File: config.mk
export PLATFORM = sky130hd
export DESIGN_NAME = refresh_rate_ctrl
export DESIGN_NICKNAME = d
export VERILOG_FILES = /design/src/rtl/rrs_pkg.sv /design/src/rtl/rrs_busy_tracker.sv /design/src/rtl/rrs_idle_timer.sv /design/src/rtl/rrs_rate_select.sv /design/src/rtl/refresh_rate_ctrl.sv
export SDC_FILE = /design/constraint.sdc
export NUM_CORES = 1
export LEC_CHECK = 0
export BUFFER_PORTS_ARGS = -buffer_cell sky130_fd_sc_hd__buf_4
export CAP_MARGIN = 5
export CELL_PAD_IN_SITES_DETAIL_PLACEMENT = 0
export CELL_PAD_IN_SITES_GLOBAL_PLACEMENT = 1
export CORE_ASPECT_RATIO = 1.1
export CORE_UTILIZATION = 48
export CTS_CLUSTER_SIZE = 28
export DETAILED_ROUTE_END_ITERATION = 10
export PLACE_DENSITY = 0.81
export SYNTH_ARGS = -nofsm -noshare
export SYNTH_HDL_FRONTEND = slang
export SYNTH_SLANG_ARGS = --single-unit
File: constraint.sdc
create_clock -name clk -period 3.8 [get_ports clk]
set_input_delay 0.95 -clock clk [delete_from_list [all_inputs] [get_ports clk]]
set_output_delay 0.95 -clock clk [all_outputs]
set_load 0.02 [all_outputs]
File: src/rtl/rrs_pkg.sv
package rrs_pkg;

  typedef enum logic {
    RATE_HIGH = 1'b0,
    RATE_LOW  = 1'b1
  } rate_e;

  function automatic int unsigned cnt_width(input int unsigned cycles);
    return (cycles > 1) ? $clog2(cycles) : 1;
  endfunction

endpackage

File: src/rtl/rrs_busy_tracker.sv
module rrs_busy_tracker #(
  parameter int unsigned NUM_PLANES = 4
) (
  input  logic                  clk,
  input  logic                  rst,
  input  logic                  clr_all,
  input  logic [NUM_PLANES-1:0] set_mask,
  input  logic [NUM_PLANES-1:0] done_mask,
  output logic [NUM_PLANES-1:0] busy_q,
  output logic [NUM_PLANES-1:0] busy_d
);

  // A set request overrides a done request for the same plane.
  always_comb begin
    if (clr_all) busy_d = '0;
    else         busy_d = (busy_q & ~done_mask) | set_mask;
  end

  always_ff @(posedge clk) begin
    if (rst) busy_q <= '0;
    else     busy_q <= busy_d;
  end

endmodule

File: src/rtl/rrs_idle_timer.sv
module rrs_idle_timer #(
  parameter int unsigned IDLE_CYCLES = 50_000_000
) (
  input  logic clk,
  input  logic rst,
  input  logic cancel,
  input  logic start,
  output logic expire
);
  import rrs_pkg::*;

  localparam int unsigned CNT_W = cnt_width(IDLE_CYCLES);
  localparam logic [CNT_W-1:0] LAST = CNT_W'(IDLE_CYCLES - 1);

  logic             armed_q;
  logic [CNT_W-1:0] cnt_q;

  assign expire = armed_q && (cnt_q == LAST) && !cancel && !start;

  always_ff @(posedge clk) begin
    if (rst || cancel) begin
      armed_q <= 1'b0;
      cnt_q   <= '0;
    end else if (start) begin
      armed_q <= 1'b1;
      cnt_q   <= '0;
    end else if (armed_q) begin
      if (cnt_q == LAST) begin
        armed_q <= 1'b0;
        cnt_q   <= '0;
      end else begin
        cnt_q <= cnt_q + 1'b1;
      end
    end
  end

endmodule

File: src/rtl/rrs_rate_select.sv
module rrs_rate_select (
  input  logic clk,
  input  logic rst,
  input  logic force_high,
  input  logic go_low,
  output logic rate_low,
  output logic rate_switch
);
  import rrs_pkg::*;

  rate_e rate_q, rate_d;
  logic  sw_q;

  always_comb begin
    if (force_high)  rate_d = RATE_HIGH;
    else if (go_low) rate_d = RATE_LOW;
    else             rate_d = rate_q;
  end

  always_ff @(posedge clk) begin
    if (rst) begin
      rate_q <= RATE_HIGH;
      sw_q   <= 1'b0;
    end else begin
      rate_q <= rate_d;
      sw_q   <= (rate_d != rate_q);
    end
  end

  assign rate_low    = (rate_q == RATE_LOW);
  assign rate_switch = sw_q;

endmodule

File: src/rtl/refresh_rate_ctrl.sv
module refresh_rate_ctrl #(
  parameter int unsigned NUM_PLANES  = 4,
  parameter int unsigned IDLE_CYCLES = 50_000_000
) (
  input  logic                  clk,
  input  logic                  rst,
  input  logic                  enable,
  input  logic                  lowrate_capable,
  input  logic [NUM_PLANES-1:0] inval_mask,
  input  logic [NUM_PLANES-1:0] flush_mask,
  output logic                  rate_low,
  output logic                  rate_switch
);

  logic [NUM_PLANES-1:0] busy_q;
  logic [NUM_PLANES-1:0] busy_d;
  logic                  inval_any;
  logic                  arm;
  logic                  expire;

  assign inval_any = enable && (|inval_mask);
  assign arm       = enable && !inval_any && (|flush_mask) && (busy_d == '0);

  rrs_busy_tracker #(.NUM_PLANES(NUM_PLANES)) u_busy (
    .clk       (clk),
    .rst       (rst),
    .clr_all   (!enable),
    .set_mask  (inval_mask),
    .done_mask (flush_mask),
    .busy_q    (busy_q),
    .busy_d    (busy_d)
  );

  rrs_idle_timer #(.IDLE_CYCLES(IDLE_CYCLES)) u_timer (
    .clk    (clk),
    .rst    (rst),
    .cancel (!enable || inval_any),
    .start  (arm),
    .expire (expire)
  );

  rrs_rate_select u_rate (
    .clk         (clk),
    .rst         (rst),
    .force_high  (!enable || !lowrate_capable || inval_any),
    .go_low      (expire && lowrate_capable),
    .rate_low    (rate_low),
    .rate_switch (rate_switch)
  );

endmodule

==> impl_metrics.env <==
export IMPL_synthAdderAreaFrac=0.007843
export IMPL_r2r_start="u_timer.cnt_q[7]"
export IMPL_synth_top_area_share=0.4141
export IMPL_crit_chain="buf_4, or3b_1, a2111oi_0, nand4_1, o211ai_4, nor2_1"
export IMPL_rr_worst_depth=4
export IMPL_wl_mm=3.002
export IMPL_yosys_area_top_type="dfxtp_1"
export IMPL_drtIter0Drc=47
export IMPL_ys_async_sr_fraction=0
export IMPL_post_cts_buffers=0
export IMPL_firstDrtPassIters=7
export IMPL_core_um2=3100
export IMPL_synth_simple_area_share=0.3498
export IMPL_max_slew_margin=0.3594
export IMPL_grt_pass1_vias=1256
export IMPL_n_antenna_cell=0
export IMPL_end_kind="flip-flop"
export IMPL_clk_path_buf_depth=2
export IMPL_synth_compound_area_frac=0.06667
export IMPL_placedCellCount=216
export IMPL_synth_edff_count=0
export IMPL_fin_cells=224
export IMPL_worstHoldStart="u_rate.rate_low"
export IMPL_cts_clk_slew_worst_paths_ps=110
export IMPL_min_path_type="flip-flop to flip-flop"
export IMPL_vias=1254
export IMPL_violations="design-rule violations"
export IMPL_cts_num_sinks=33
export IMPL_whs_path_depth=2
export IMPL_cp_required_ps=3990
export IMPL_cp_arrival_ps=2840
export IMPL_antenna_left=0
export IMPL_r2r_end="u_timer.cnt_q[20]"
export IMPL_clk_latency_ps=330
export IMPL_slew_violations=0
export IMPL_antenna_found_initial=0
export IMPL_finalSetupViolCount=0
export IMPL_worst_path_largest_cell_delay_ps=490
export IMPL_synth_mux_area_fraction=0
export IMPL_status="finished, violations left"
export IMPL_powerDensity_nw_per_um2=317.0
export IMPL_die_w_um=56.97
export IMPL_fin_crit_sh=0.6973
export IMPL_worstMarginPinSlew_ps=956.4
export IMPL_grt_overflow=0
export IMPL_worst_clock_skew_ps=10.02
export IMPL_synth_area_per_cell_um2=9.221
export IMPL_drc_errors=2
export IMPL_cts_root_buf="clkbuf_4"
export IMPL_yosysSeqAreaShare=0.4141
export IMPL_ys_types=39
export IMPL_die_h_um=62.47
export IMPL_die_area_um2=3558
export IMPL_ioPinCount=14
export IMPL_synth_xor_area_frac=0.1318
export IMPL_ys_warn_count=0
export IMPL_reg2reg_slack_ps=1320
export IMPL_portBuffers=13
export IMPL_grt_use_total=0.1937
export IMPL_yosysMostFrequentCell="dfxtp_1"
export IMPL_cts_tree="built"
export IMPL_critPathLaunchType="input pin"
export IMPL_ys_ff_latch=33
export IMPL_setup_tns_final_ps=0
export IMPL_area_growth_pct=9.490
export IMPL_dp_hpwl_mm=2.260
export IMPL_timing_final_hold_violations=0
export IMPL_drive_above_1_share=0.2526
export IMPL_htreeDepth=2
export IMPL_cp_startpoint="inval_mask[2]"
export IMPL_grt_setup_unrepaired="no"
export IMPL_routedWlPerCell_um=13.40
export IMPL_criticalPathCategory="input pin to flip-flop"
export IMPL_peakVddDrop_mv=0.1688
export IMPL_synth_ff_type="dfxtp_1"
export IMPL_syn_nets=186
export IMPL_maxCapViolCount=0
export IMPL_fmaxAchievable_mhz=377.4
export IMPL_nets=202
export IMPL_crit_path_top_delay_cell="o211ai_4"
export IMPL_grt_pass1_wl_mm=5.402
export IMPL_netlist_area_um2=1595
export IMPL_worstPathMaxFanout=25
export IMPL_fin_crit_ps=2650
export IMPL_netlist_instances=173
export IMPL_num_rows=21
export IMPL_leakage_nw=0.5688
export IMPL_via_per_inst=5.598
export IMPL_grt_max_degree=26
export IMPL_ctsHoldBuffers=0
export IMPL_synth_top_family_by_area="simple AND/OR/NAND/NOR gates"
export IMPL_hold_path_end="u_rate.rate_low"
export IMPL_cts_resized=0
export IMPL_gp_congestion=0.8028
export IMPL_numCtsBuffers=5
export IMPL_ys_top_cells_by_count="dfxtp_1 (33), nor2_2 (20), xor2_1 (16), nor2_1 (12)"
export IMPL_initial_core_util=0.5145
export IMPL_synth_area_leaders="dfxtp_1 (41%), xor2_1 (8.8%), nor2_2 (7.8%), xnor2_1 (4.4%), nand4_1 (4.3%)"
area by class of cell:
| class | count | area, µm² |
|---|---|---|
| Sequential cell | 33 | 660.6 |
| Clock buffer | 6 | 41.29 |
| Inverter | 2 | 7.507 |
| Timing Repair Buffer | 13 | 97.59 |
| Tap cell | 34 | 42.54 |
| Multi-Input combinational cell | 134 | 887.1 |
| Fill cell | 302 | 1354 |
| Clock inverter | 2 | 10.01 |
worst max-delay path: cells and delay by family:
kind / cells / cell delay (ps)
and+or+nand+nor: 3 / 840
buffers and inverters: 1 / 110
AOI/OAI and AO/OA: 2 / 920
stage by stage:
step	setup slack, ps	utilization	instance area [µm²]	total power, mW	hold WS, ps
3_5_place_dp	785.8	0.5468	1695	0.3753	489.4
5_1_grt	1031	0.5634	1747	0.5761	539.9
4_1_cts	1157	0.5634	1747	0.5618	505.5
3_3_place_gp	929.5	0.5468	1695	0.3750	479.8
2_1_floorplan	1287	-	1595	0.3623	462.1
6_report	1150	0.5634	1747	0.5537	501.5
layout by cell type (no fill, tap or decap), types with 2 or more instances in the layout:
master	n
nand2_1	11
nor2_2	20
and2_1	2
inv_1	2
a21oi_1	3
xor2_1	16
clkbuf_4	5
and3_1	2
buf_4	13
nor3_1	4
and4_1	4
nor4_1	2
clkinv_2	2
nor2b_1	4
xnor2_1	8
o21ai_0	6
dfxtp_1	33
nand4_1	11
nand3_1	10
nor2_1	12
per-layer routing:
metal  global-route usage  wire [µm]  vias to the layer above
li1                     -          -                      643
met1               0.2354       1411                      594
met2               0.3235       1472                       12
met3              0.05797         71                        5
met4              0.06402         47                        0
met5                    0          0                        -
state kept, by name, indices dropped and copies added, names as in the netlist:
signal,count
u_rate.rate_switch,1
u_rate.rate_low,1
u_timer.cnt_q,26
u_timer.armed_q,1
u_busy.busy_q,4
worst max-delay path by stage:
stage	to	slack [ps]	cells past startpoint
after global placement	u_timer.cnt_q[20]	930	6
final	u_timer.cnt_q[20]	1150	6
after detailed placement	u_timer.cnt_q[17]	790	6
after CTS	u_timer.cnt_q[16]	1160	6
after floorplan	u_timer.cnt_q[3]	1290	6
after global routing	u_timer.cnt_q[16]	1030	6
cell families after synthesis:
family / after synthesis
xor+xnor: 24
simple gates: 94
buf+inv: 6
fa+ha+maj: 1
flops: 33
compound gates: 15
power by group:
group | internal (mW) | leakage (nW) | total [mW] | switching [mW]
registers | 0.347 | 0.266 | 0.348 | 0.000393
clock network | 0.0704 | 0.0320 | 0.187 | 0.116
logic | 0.0104 | 0.270 | 0.0193 | 0.00889
Note: power is estimated with default switching activity, not from simulation.
